### config.mk
export PLATFORM = sky130hd
export DESIGN_NAME = rtc_core
export DESIGN_NICKNAME = d
export VERILOG_FILES = /design/src/rtl/rtc_pkg.sv /design/src/rtl/rtc_tick_div.sv /design/src/rtl/rtc_sec_track.sv /design/src/rtl/rtc_core.sv
export SDC_FILE = /design/constraint.sdc
export NUM_CORES = 1
export LEC_CHECK = 0
export ABC_AREA = 1
export BUFFER_PORTS_ARGS = -buffer_cell sky130_fd_sc_hd__buf_2
export CORE_AREA = 5 5 130 132
export CTS_CLUSTER_SIZE = 28
export DETAILED_ROUTE_END_ITERATION = 7
export DIE_AREA = 0 0 135 137
export HOLD_SLACK_MARGIN = 0.03
export PLACE_DENSITY = 0.82
export SLEW_MARGIN = 20
export SYNTH_ARGS = -nofsm -noshare
export SYNTH_HDL_FRONTEND = slang
export SYNTH_SLANG_ARGS = --single-unit
### constraint.sdc
create_clock -name clk -period 1.9 [get_ports clk]
set_clock_uncertainty 0.1 [all_clocks]
set_input_delay 0.19 -clock clk [delete_from_list [all_inputs] [get_ports clk]]
set_output_delay 0.19 -clock clk [all_outputs]
set_load 0.01 [all_outputs]
### src/rtl/rtc_pkg.sv
package rtc_pkg;
    localparam int TIME_W = 32;
    localparam int INT_W  = 16;
    localparam int FRAC_W = 4;
    localparam int CAL_W  = INT_W + FRAC_W + 1;
    localparam int SEL_W  = 3;
    localparam logic [CAL_W-1:0] CAL_RESET = 21'h198233;

    typedef enum logic [SEL_W-1:0] {
        RSEL_SET   = 3'd0,
        RSEL_CAL   = 3'd1,
        RSEL_ALARM = 3'd2,
        RSEL_TIME  = 3'd3,
        RSEL_TICK  = 3'd4
    } rsel_e;

    typedef enum logic {
        DIV_RUN   = 1'b0,
        DIV_EXTRA = 1'b1
    } div_state_e;

    typedef enum logic {
        TIME_FREE    = 1'b0,
        TIME_PENDING = 1'b1
    } time_state_e;
endpackage

### src/rtl/rtc_tick_div.sv
module rtc_tick_div
    import rtc_pkg::*;
(
    input  logic             clk,
    input  logic             rst_n,
    input  logic             xtal_en,
    input  logic             cal_wr,
    input  logic [CAL_W-1:0] cal,
    output logic             strobe,
    output logic [INT_W-1:0] tick_cnt
);
    logic [INT_W-1:0]  lim;
    logic [FRAC_W-1:0] frac;
    logic              frac_en;
    assign lim     = cal[INT_W-1:0];
    assign frac    = cal[INT_W+FRAC_W-1:INT_W];
    assign frac_en = cal[CAL_W-1];

    div_state_e        st, st_n;
    logic [INT_W-1:0]  cnt, cnt_n;
    logic [FRAC_W-1:0] acc, acc_n;
    logic              stretch, stretch_n;
    logic [FRAC_W:0]   sum;

    assign sum = {1'b0, acc} + {1'b0, frac};

    // State register
    always_ff @(posedge clk) begin
        if (!rst_n) begin
            st      <= DIV_RUN;
            cnt     <= '0;
            acc     <= '0;
            stretch <= 1'b0;
        end else begin
            st      <= st_n;
            cnt     <= cnt_n;
            acc     <= acc_n;
            stretch <= stretch_n;
        end
    end

    // Next state and boundary strobe
    always_comb begin
        st_n      = st;
        cnt_n     = cnt;
        acc_n     = acc;
        stretch_n = stretch;
        strobe    = 1'b0;
        if (cal_wr) begin
            st_n      = DIV_RUN;
            cnt_n     = '0;
            acc_n     = '0;
            stretch_n = 1'b0;
        end else if (xtal_en) begin
            unique case (st)
                DIV_RUN: begin
                    if (cnt == lim) begin
                        if (stretch) begin
                            st_n = DIV_EXTRA;
                        end else begin
                            strobe    = 1'b1;
                            cnt_n     = '0;
                            acc_n     = frac_en ? sum[FRAC_W-1:0] : acc;
                            stretch_n = frac_en & sum[FRAC_W];
                        end
                    end else begin
                        cnt_n = cnt + 1'b1;
                    end
                end
                DIV_EXTRA: begin
                    strobe    = 1'b1;
                    st_n      = DIV_RUN;
                    cnt_n     = '0;
                    acc_n     = frac_en ? sum[FRAC_W-1:0] : acc;
                    stretch_n = frac_en & sum[FRAC_W];
                end
            endcase
        end
    end

    assign tick_cnt = cnt;

    assert_tick_hold_R2: assert property (@(posedge clk) disable iff (!rst_n)
        (!xtal_en && !cal_wr) |=> $stable(tick_cnt));
    assert_tick_bound_R2: assert property (@(posedge clk) disable iff (!rst_n)
        tick_cnt <= lim);
    assert_cal_clear_R3: assert property (@(posedge clk) disable iff (!rst_n)
        cal_wr |=> (tick_cnt == '0));
endmodule

### src/rtl/rtc_sec_track.sv
module rtc_sec_track
    import rtc_pkg::*;
(
    input  logic              clk,
    input  logic              rst_n,
    input  logic              strobe,
    input  logic              set_wr,
    input  logic [TIME_W-1:0] set_val,
    input  logic [TIME_W-1:0] alarm_val,
    output logic [TIME_W-1:0] cur_time,
    output logic              sec_evt,
    output logic              alarm_evt
);
    time_state_e       st, st_n;
    logic [TIME_W-1:0] cur, nxt;

    always_comb begin
        nxt  = (st == TIME_PENDING) ? set_val : cur + 1'b1;
        st_n = st;
        unique case (st)
            TIME_FREE:    if (set_wr) st_n = TIME_PENDING;
            TIME_PENDING: if (strobe && !set_wr) st_n = TIME_FREE;
        endcase
    end

    always_ff @(posedge clk) begin
        if (!rst_n) begin
            st <= TIME_FREE;
        end else begin
            st <= st_n;
        end
    end

    always_ff @(posedge clk) begin
        if (!rst_n) begin
            cur       <= '0;
            sec_evt   <= 1'b0;
            alarm_evt <= 1'b0;
        end else begin
            sec_evt   <= strobe;
            alarm_evt <= strobe && (nxt == alarm_val);
            if (strobe) cur <= nxt;
        end
    end

    assign cur_time = cur;

    assert_time_hold_R6: assert property (@(posedge clk) disable iff (!rst_n)
        !strobe |=> $stable(cur_time));
    assert_load_at_boundary_R5: assert property (@(posedge clk) disable iff (!rst_n)
        (strobe && st == TIME_PENDING) |=> (cur_time == $past(set_val)));
    assert_alarm_with_sec_R8: assert property (@(posedge clk) disable iff (!rst_n)
        alarm_evt |-> sec_evt);
endmodule

### src/rtl/rtc_core.sv
module rtc_core
    import rtc_pkg::*;
(
    input  logic              clk,
    input  logic              rst_n,
    input  logic              xtal_en,
    input  logic              wr_en,
    input  logic [SEL_W-1:0]  wr_sel,
    input  logic [TIME_W-1:0] wr_data,
    input  logic [SEL_W-1:0]  rd_sel,
    output logic [TIME_W-1:0] rd_data,
    output logic [TIME_W-1:0] cur_time,
    output logic              sec_evt,
    output logic              alarm_evt
);
    logic [CAL_W-1:0]  cal_q;
    logic [TIME_W-1:0] set_q, alarm_q;
    logic [INT_W-1:0]  tick;
    logic              strobe, cal_wr, set_wr, alarm_wr;

    assign cal_wr   = wr_en && (rsel_e'(wr_sel) == RSEL_CAL);
    assign set_wr   = wr_en && (rsel_e'(wr_sel) == RSEL_SET);
    assign alarm_wr = wr_en && (rsel_e'(wr_sel) == RSEL_ALARM);

    always_ff @(posedge clk) begin
        if (!rst_n) begin
            cal_q   <= CAL_RESET;
            set_q   <= '0;
            alarm_q <= '0;
        end else begin
            if (cal_wr)   cal_q   <= wr_data[CAL_W-1:0];
            if (set_wr)   set_q   <= wr_data;
            if (alarm_wr) alarm_q <= wr_data;
        end
    end

    rtc_tick_div u_div (
        .clk      (clk),
        .rst_n    (rst_n),
        .xtal_en  (xtal_en),
        .cal_wr   (cal_wr),
        .cal      (cal_q),
        .strobe   (strobe),
        .tick_cnt (tick)
    );

    rtc_sec_track u_sec (
        .clk       (clk),
        .rst_n     (rst_n),
        .strobe    (strobe),
        .set_wr    (set_wr),
        .set_val   (set_q),
        .alarm_val (alarm_q),
        .cur_time  (cur_time),
        .sec_evt   (sec_evt),
        .alarm_evt (alarm_evt)
    );

    always_comb begin
        case (rsel_e'(rd_sel))
            RSEL_SET:   rd_data = set_q;
            RSEL_CAL:   rd_data = {{(TIME_W-CAL_W){1'b0}}, cal_q};
            RSEL_ALARM: rd_data = alarm_q;
            RSEL_TIME:  rd_data = cur_time;
            RSEL_TICK:  rd_data = {{(TIME_W-INT_W){1'b0}}, tick};
            default:    rd_data = '0;
        endcase
    end
endmodule

* Word level (Yosys, flattened, before mapping)
Index checks and enable logic that the tools add are counted.
** Storage, ports and cells
- Output and inout port bits :: 66
- Input port bits :: 42
- Logic and storage cells :: 64
- Bits in registers :: 142
** Operators by class
- Equal/unequal tests :: 11
- Add/sub/neg operators :: 3
- Reductions and logical operators :: 12
- Bitwise gates (word level) :: 4
- Mux-type cells :: 23
** Operator list (count)
- $pmux 32 s5 :: 1
- $add 32x1->32 const B :: 1
- $eq 32x32->1 :: 1
- $mux 16 :: 2
- $mux 32 :: 1
- $pmux 16 s2 :: 1
- $add 16x1->16 const B :: 1
- $eq 16x16->1 :: 1
- $mux 4 :: 3
- $mux 1 :: 10
- $eq 3x2->1 const B :: 3
- $pmux 1 s2 :: 4
- $pmux 4 s2 :: 1
- $eq 3x1->1 const B :: 2
- $logic_not 3->1 :: 2
- $add 4x4->5 :: 1
- $logic_and 1x1->1 :: 5
- $reduce_and 2->1 :: 2
- $eq 3x3->1 const B :: 1
- $ne 3x3->1 const B :: 1
- $not 1->1 :: 3
- $reduce_and 3->1 :: 1
- $ne 2x1->1 const B :: 1
- $ne 2x2->1 const B :: 1
- other kinds (3) :: 3

* Logic depth before layout (Yosys ltp)
- Depth in word-level cells :: 8
- Depth in mapped cells :: 16
- Gate-level depth less buffers :: 16

* Cells and area by module
A second synthesis with hierarchy kept.
** Second synthesis, totals
- Cell total of the unflattened synthesis :: 1685
- Area total of the unflattened synthesis :: 9768.1 um^2
** By module, submodules not included
- rtc_core :: cells each 794, times used 1, sequential area each 1701.6 um^2, area an instance 4808.4 um^2
- rtc_sec_track :: cells each 563, times used 1, sequential area each 700.7 um^2, area an instance 3119.2 um^2
- rtc_tick_div :: cells each 328, times used 1, sequential area each 440.4 um^2, area an instance 1840.5 um^2

* Least setup slack after synthesis
OpenSTA, ideal clock, no wires.
- Path kind :: register to register
- Start point :: reg u_sec.cur[1] (netlist: u_sec.cur_time[1])
- End point :: reg u_sec.alarm_evt
- Clock period less this slack :: 1.950 ns
- Buffers on the path :: 0
- Arrival time :: 1.786 ns
- Cell stages (with the launch flop) :: 16
- Slack :: -0.050 ns
- Required time :: 1.736 ns
- Setup time :: 0.064 ns
- Cell sequence :: dfxtp_1 > ha_1 > nand2_1 > nor2_2 > nand2_2 > nor2_4 > nand2_1 > nand3_1 > nand2_1 > nand2_1 > nand2_1 > nor2_1 > nand2_1 > nor2_1 > nand3_1 > nor2_1
** Between the ends
- Cells in the longest elaborated chain, start to end :: 4
** RTL lines
- from (decl) :: RTL line rtc_sec_track.sv:15 : logic [TIME_W-1:0] cur, nxt;
- from (signal assigned) :: RTL line rtc_sec_track.sv:42 : if (strobe) cur <= nxt;
- $add 32x1->32 :: RTL line rtc_sec_track.sv:18 : nxt = (st == TIME_PENDING) ? set_val : cur + 1'b1;
- $mux 32 :: RTL line rtc_sec_track.sv:18
- $eq 32x32->1 :: RTL line rtc_sec_track.sv:41 : alarm_evt <= strobe && (nxt == alarm_val);
- $logic_and 1x1->1 :: RTL line rtc_sec_track.sv:41
- to (signal assigned) :: RTL line rtc_sec_track.sv:41
- to (decl) :: RTL line rtc_sec_track.sv:12 : output logic alarm_evt
Every way passes these cells.
A chain may end at the register's enable or synchronous reset.

* Worst setup path after layout
- Start point :: reg cal_q[6]
- End point :: reg u_sec.cur[26] (netlist: u_sec.cur_time[26])
** Between the ends
- Cells in the longest elaborated chain, start to end :: 5
** RTL lines
- from (decl) :: RTL line rtc_core.sv:16 : logic [CAL_W-1:0] cal_q;
- from (signal assigned) :: RTL line rtc_core.sv:31 : if (cal_wr) cal_q <= wr_data[CAL_W-1:0];
- $eq 16x16->1 :: RTL line rtc_tick_div.sv:57 : if (cnt == lim) begin
- $mux 1 :: RTL line rtc_tick_div.sv:57
- $pmux 1 s2 :: RTL line rtc_tick_div.sv:55 : unique case (st)
- $mux 1 :: RTL line rtc_tick_div.sv:54 : end else if (xtal_en) begin
- $mux 1 :: RTL line rtc_tick_div.sv:49 : if (cal_wr) begin
Every way passes these cells.

==> results.py <==
metrics = {
    "global_route": {
        "grt_max_degree": 118,
        "grt_use_total_pct": 32.8,
        "met1_usage_pct": 43.5,
        "met3_usage_pct": 7.50,
        "grt_pass1_vias": 9467,
        "grt_busiest_layer": "met2",
        "grt_use_met2_pct": 51.4,
        "grt_overflow": 0,
        "grt_pass1_wl_mm": 48.2,
        "grt_antenna_before_repair": 1,
    },
    "clock_tree": {
        "cts_buffers": 17,
        "clock_latency_ns": 0.44,
        "cts_tree": "yes",
        "clk_pin_slew_ns": 0.07,
        "cts_sinks": 142,
        "htree_levels": 4,
        "cts-root-buf": "clkbuf_16",
        "clk_path_buf_depth": 2,
    },
    "timing": {
        "setup_slack_ns": -0.330,
        "slew_viol_final": 0,
        "hold_viol": 0,
        "tightest_slew_ns": 0.713,
        "slew_headroom_pct": 52.4,
        "fin_crit_sh_pct": 117,
        "finalSetupTns_ns": -11.94,
        "whs_ns": 0.0849,
        "setup-violations-final": 59,
        "period_needed_ns": 2.23,
        "rsz0062_at_grt": "yes",
        "clock.fmax_mhz": 448,
    },
    "hold_path": {
        "holdCritStartpoint": "rst_n",
        "hold_class": "in -> reg",
    },
    "logic_synthesis": {
        "postSynthRegisterBits": 142,
        "yosysUniqueCellTypes": 39,
        "syn-num-nets": 1327,
        "synth_cells": 1278,
        "yosys_warnings": 0,
        "ys_seq_area_share_pct": 35.0,
        "synth_area_per_cell_um2": 6.35,
        "synth_area_um2": 8120,
    },
    "pwr": {
        "cellLeakagePower_nw": 5.35,
        "p_int_mw": 5.66,
        "switchingPower_mw": 2.28,
        "pwr-share-clk_pct": 43.2,
        "seq_power_share_pct": 40.0,
        "pwr-share-comb_pct": 16.8,
        "irDropWorstVdd_uv": 668,
        "power_density_nw_per_um2": 638,
        "p_sw_share_pct": 28.7,
    },
    "status": {
        "outcome": "finished, violations left",
        "failed_checks": "DRC, setup timing",
    },
    "route": {
        "route.detailed.drc": 1,
        "via_count": 11000,
        "first_pass_iters": 8,
        "totalWireLength_mm": 35.0,
        "ant_nets": 0,
        "vias_per_cell": 6.02,
        "wl_per_cell_um": 19.2,
        "first_iter_violations": 1891,
    },
    "worst_setup_path": {
        "critPathArrivalTime_ns": 2.50,
        "critical_path_class": "reg -> reg",
        "critPathRequiredTime_ns": 2.17,
        "critPathCaptureType": "flip-flop",
        "reg2reg_from": "cal_q[6]$_SDFFE_PN0P_",
        "cp_max_fo": 7,
        "crit_slowest_cell": "dfxtp_2",
        "cp-start-kind": "flip-flop",
        "worstPathCellList": "inv_1 > nand2_1 > nand2_1 > nor2_1 > nand2_1 > nor2_2 > nand2_2 > nand2_2 > nand3_4 > nor2_4 > buf_12 > buf_12 > buf_12 > o21ai_4 > a21oi_2",
        "startpoint": "cal_q[6]$_SDFFE_PN0P_",
        "critPathMaxStageDelay_ns": 0.36,
    },
    "layout": {
        "area_growth_syn_to_layout_pct": 53.0,
        "final_common_cell": "nand2_1",
        "nNetsFinal": 1643,
        "final_area_um2": 12400,
        "layout-drive-gt1-share_pct": 37.1,
        "most-common-layout-cells": "nand2_1 (288), buf_4 (163), inv_1 (118)",
    },
    "floorplan": {
        "start_util_pct": 52.1,
        "die_x_um": 135,
        "die_y_um": 137,
        "floorplan.die_area_um2": 18500,
        "core_um2": 15600,
        "io_pins": 108,
        "placementRows": 46,
    },
    "placed_design": {
        "port-buffer-count": 107,
        "place_congestion": 0.985,
        "hpwl_mm": 21.1,
        "placedInstanceArea_um2": 10100,
    },
    "flow_run": {
        "cap_viol_max_count": 0,
    },
}
[final timing paths]
path / end / slack (ns) / depth (start not counted)
setup / recovery: u_sec.cur_time[26]$_SDFFE_PN0P_ / -0.33 / 15
hold / removal: u_sec.st$_SDFF_PN0_ / 0.08 / 3
setup reg to reg: u_sec.cur_time[26]$_SDFFE_PN0P_ / -0.33 / 15
hold reg to reg: set_q[1]$_SDFFE_PN0P_ / 0.39 / 2
[state kept, by name, summed over array words and instances, names as in the netlist, 4 cells and up]
name            count
alarm_q            32
cal_q              21
set_q              32
u_div.acc           4
u_div.tick_cnt     16
u_sec.cur_time     32
[cells in the mapped netlist, drive strengths merged]
| cell | number | area [um2] |
|---|---|---|
| nand2 | 321 | 1220 |
| o21ai | 157 | 786 |
| inv | 154 | 578 |
| dfxtp | 142 | 2840 |
| nor2 | 133 | 552 |
| a21oi | 106 | 531 |
| nand3 | 82 | 415 |
| clkbuf | 44 | 166 |
| a221oi | 16 | 140 |
| o22ai | 15 | 93.8 |
| buf | 13 | 73.8 |
| nand3b | 13 | 97.6 |
| nor3 | 13 | 75.1 |
| a22oi | 12 | 90.1 |
| nand4 | 9 | 56.3 |
| xor2 | 9 | 78.8 |
| o211ai | 8 | 60.1 |
| ha | 6 | 75.1 |
| nor4 | 5 | 31.3 |
| o2111ai | 5 | 43.8 |
| a211oi | 3 | 22.5 |
| a31oi | 3 | 18.8 |
| clkinv | 2 | 7.51 |
| xnor2 | 2 | 17.5 |
| a21boi | 1 | 7.51 |
| and3 | 1 | 6.26 |
| fa | 1 | 20.0 |
| o21a | 1 | 7.51 |
| or2 | 1 | 6.26 |
[area by class of cell]
| type | count | area (um2) |
|---|---|---|
| Inverter | 156 | 632 |
| Multi-Input combinational cell | 923 | 5170 |
| Timing Repair inverter | 1 | 8.76 |
| Clock buffer | 20 | 457 |
| Sequential cell | 142 | 2920 |
| Timing Repair Buffer | 353 | 2830 |
| Fill cell | 937 | 3170 |
| Clock inverter | 12 | 135 |
| Antenna cell | 1 | 2.50 |
| Tap cell | 216 | 270 |
[kinds of logic after synthesis]
| group | count (synthesis) | share of synthesized area, % |
|---|---|---|
| buffers and inverters | 213 | 10.2 |
| and+or+nand+nor | 578 | 30.3 |
| adders and majority gates | 7 | 1.17 |
| AOI/OAI and AO/OA | 327 | 22.2 |
| DFF | 142 | 35.0 |
| xor gates and xnor gates | 11 | 1.19 |
[worst max-delay path, delay by kind of cell, from the launching register on]
| family | cells | cell delay [ns] |
|---|---|---|
| simple gates | 9 | 0.94 |
| buf+inv | 4 | 0.53 |
| flops | 1 | 0.36 |
| compound gates | 2 | 0.20 |
[timing repair]
| item | 4_1_cts | 5_1_grt |
|---|---|---|
| hold buffers | 33 | 0 |
| setup buffers | 12 | 34 |
| pin swaps | 16 | 53 |
| gates cloned | 2 | 1 |
| resized for setup | 110 | 218 |
| hold endpoints to repair | 80 | 0 |
| endpoints found under the setup margin | 57 | 70 |
[through the flow]
stage                     cells  worst slack [ns]  utilization, %  power (mW)
after floorplan            1278           0.00327               -        3.74
after global routing       1824            -0.503            79.7        8.14
final                      1824            -0.330            79.7        7.93
after global placement     1713            -0.126            65.0        4.20
after CTS                  1791           -0.0939            73.6        7.65
after detailed placement   1713            -0.196            65.0        4.22
[per-layer routing]
metal | up-vias | part of all wire, %
met1 | 4995 | 36
met3 | 214 | 13
met2 | 892 | 45
met4 | 0 | 5.8
met5 | - | 0
li1 | 4881 | -
[power by group through the flow]
stage               clock [mW]  sequential, mW  combinational (mW)
finish                    3.43            3.17                1.33
global route              3.54            3.18                1.42
CTS                       3.37            3.16                1.12
detailed placement           0            3.22               0.996
global placement             0            3.22               0.979
floorplan                    0            3.23               0.509
(Power assumes the default switching activity.)
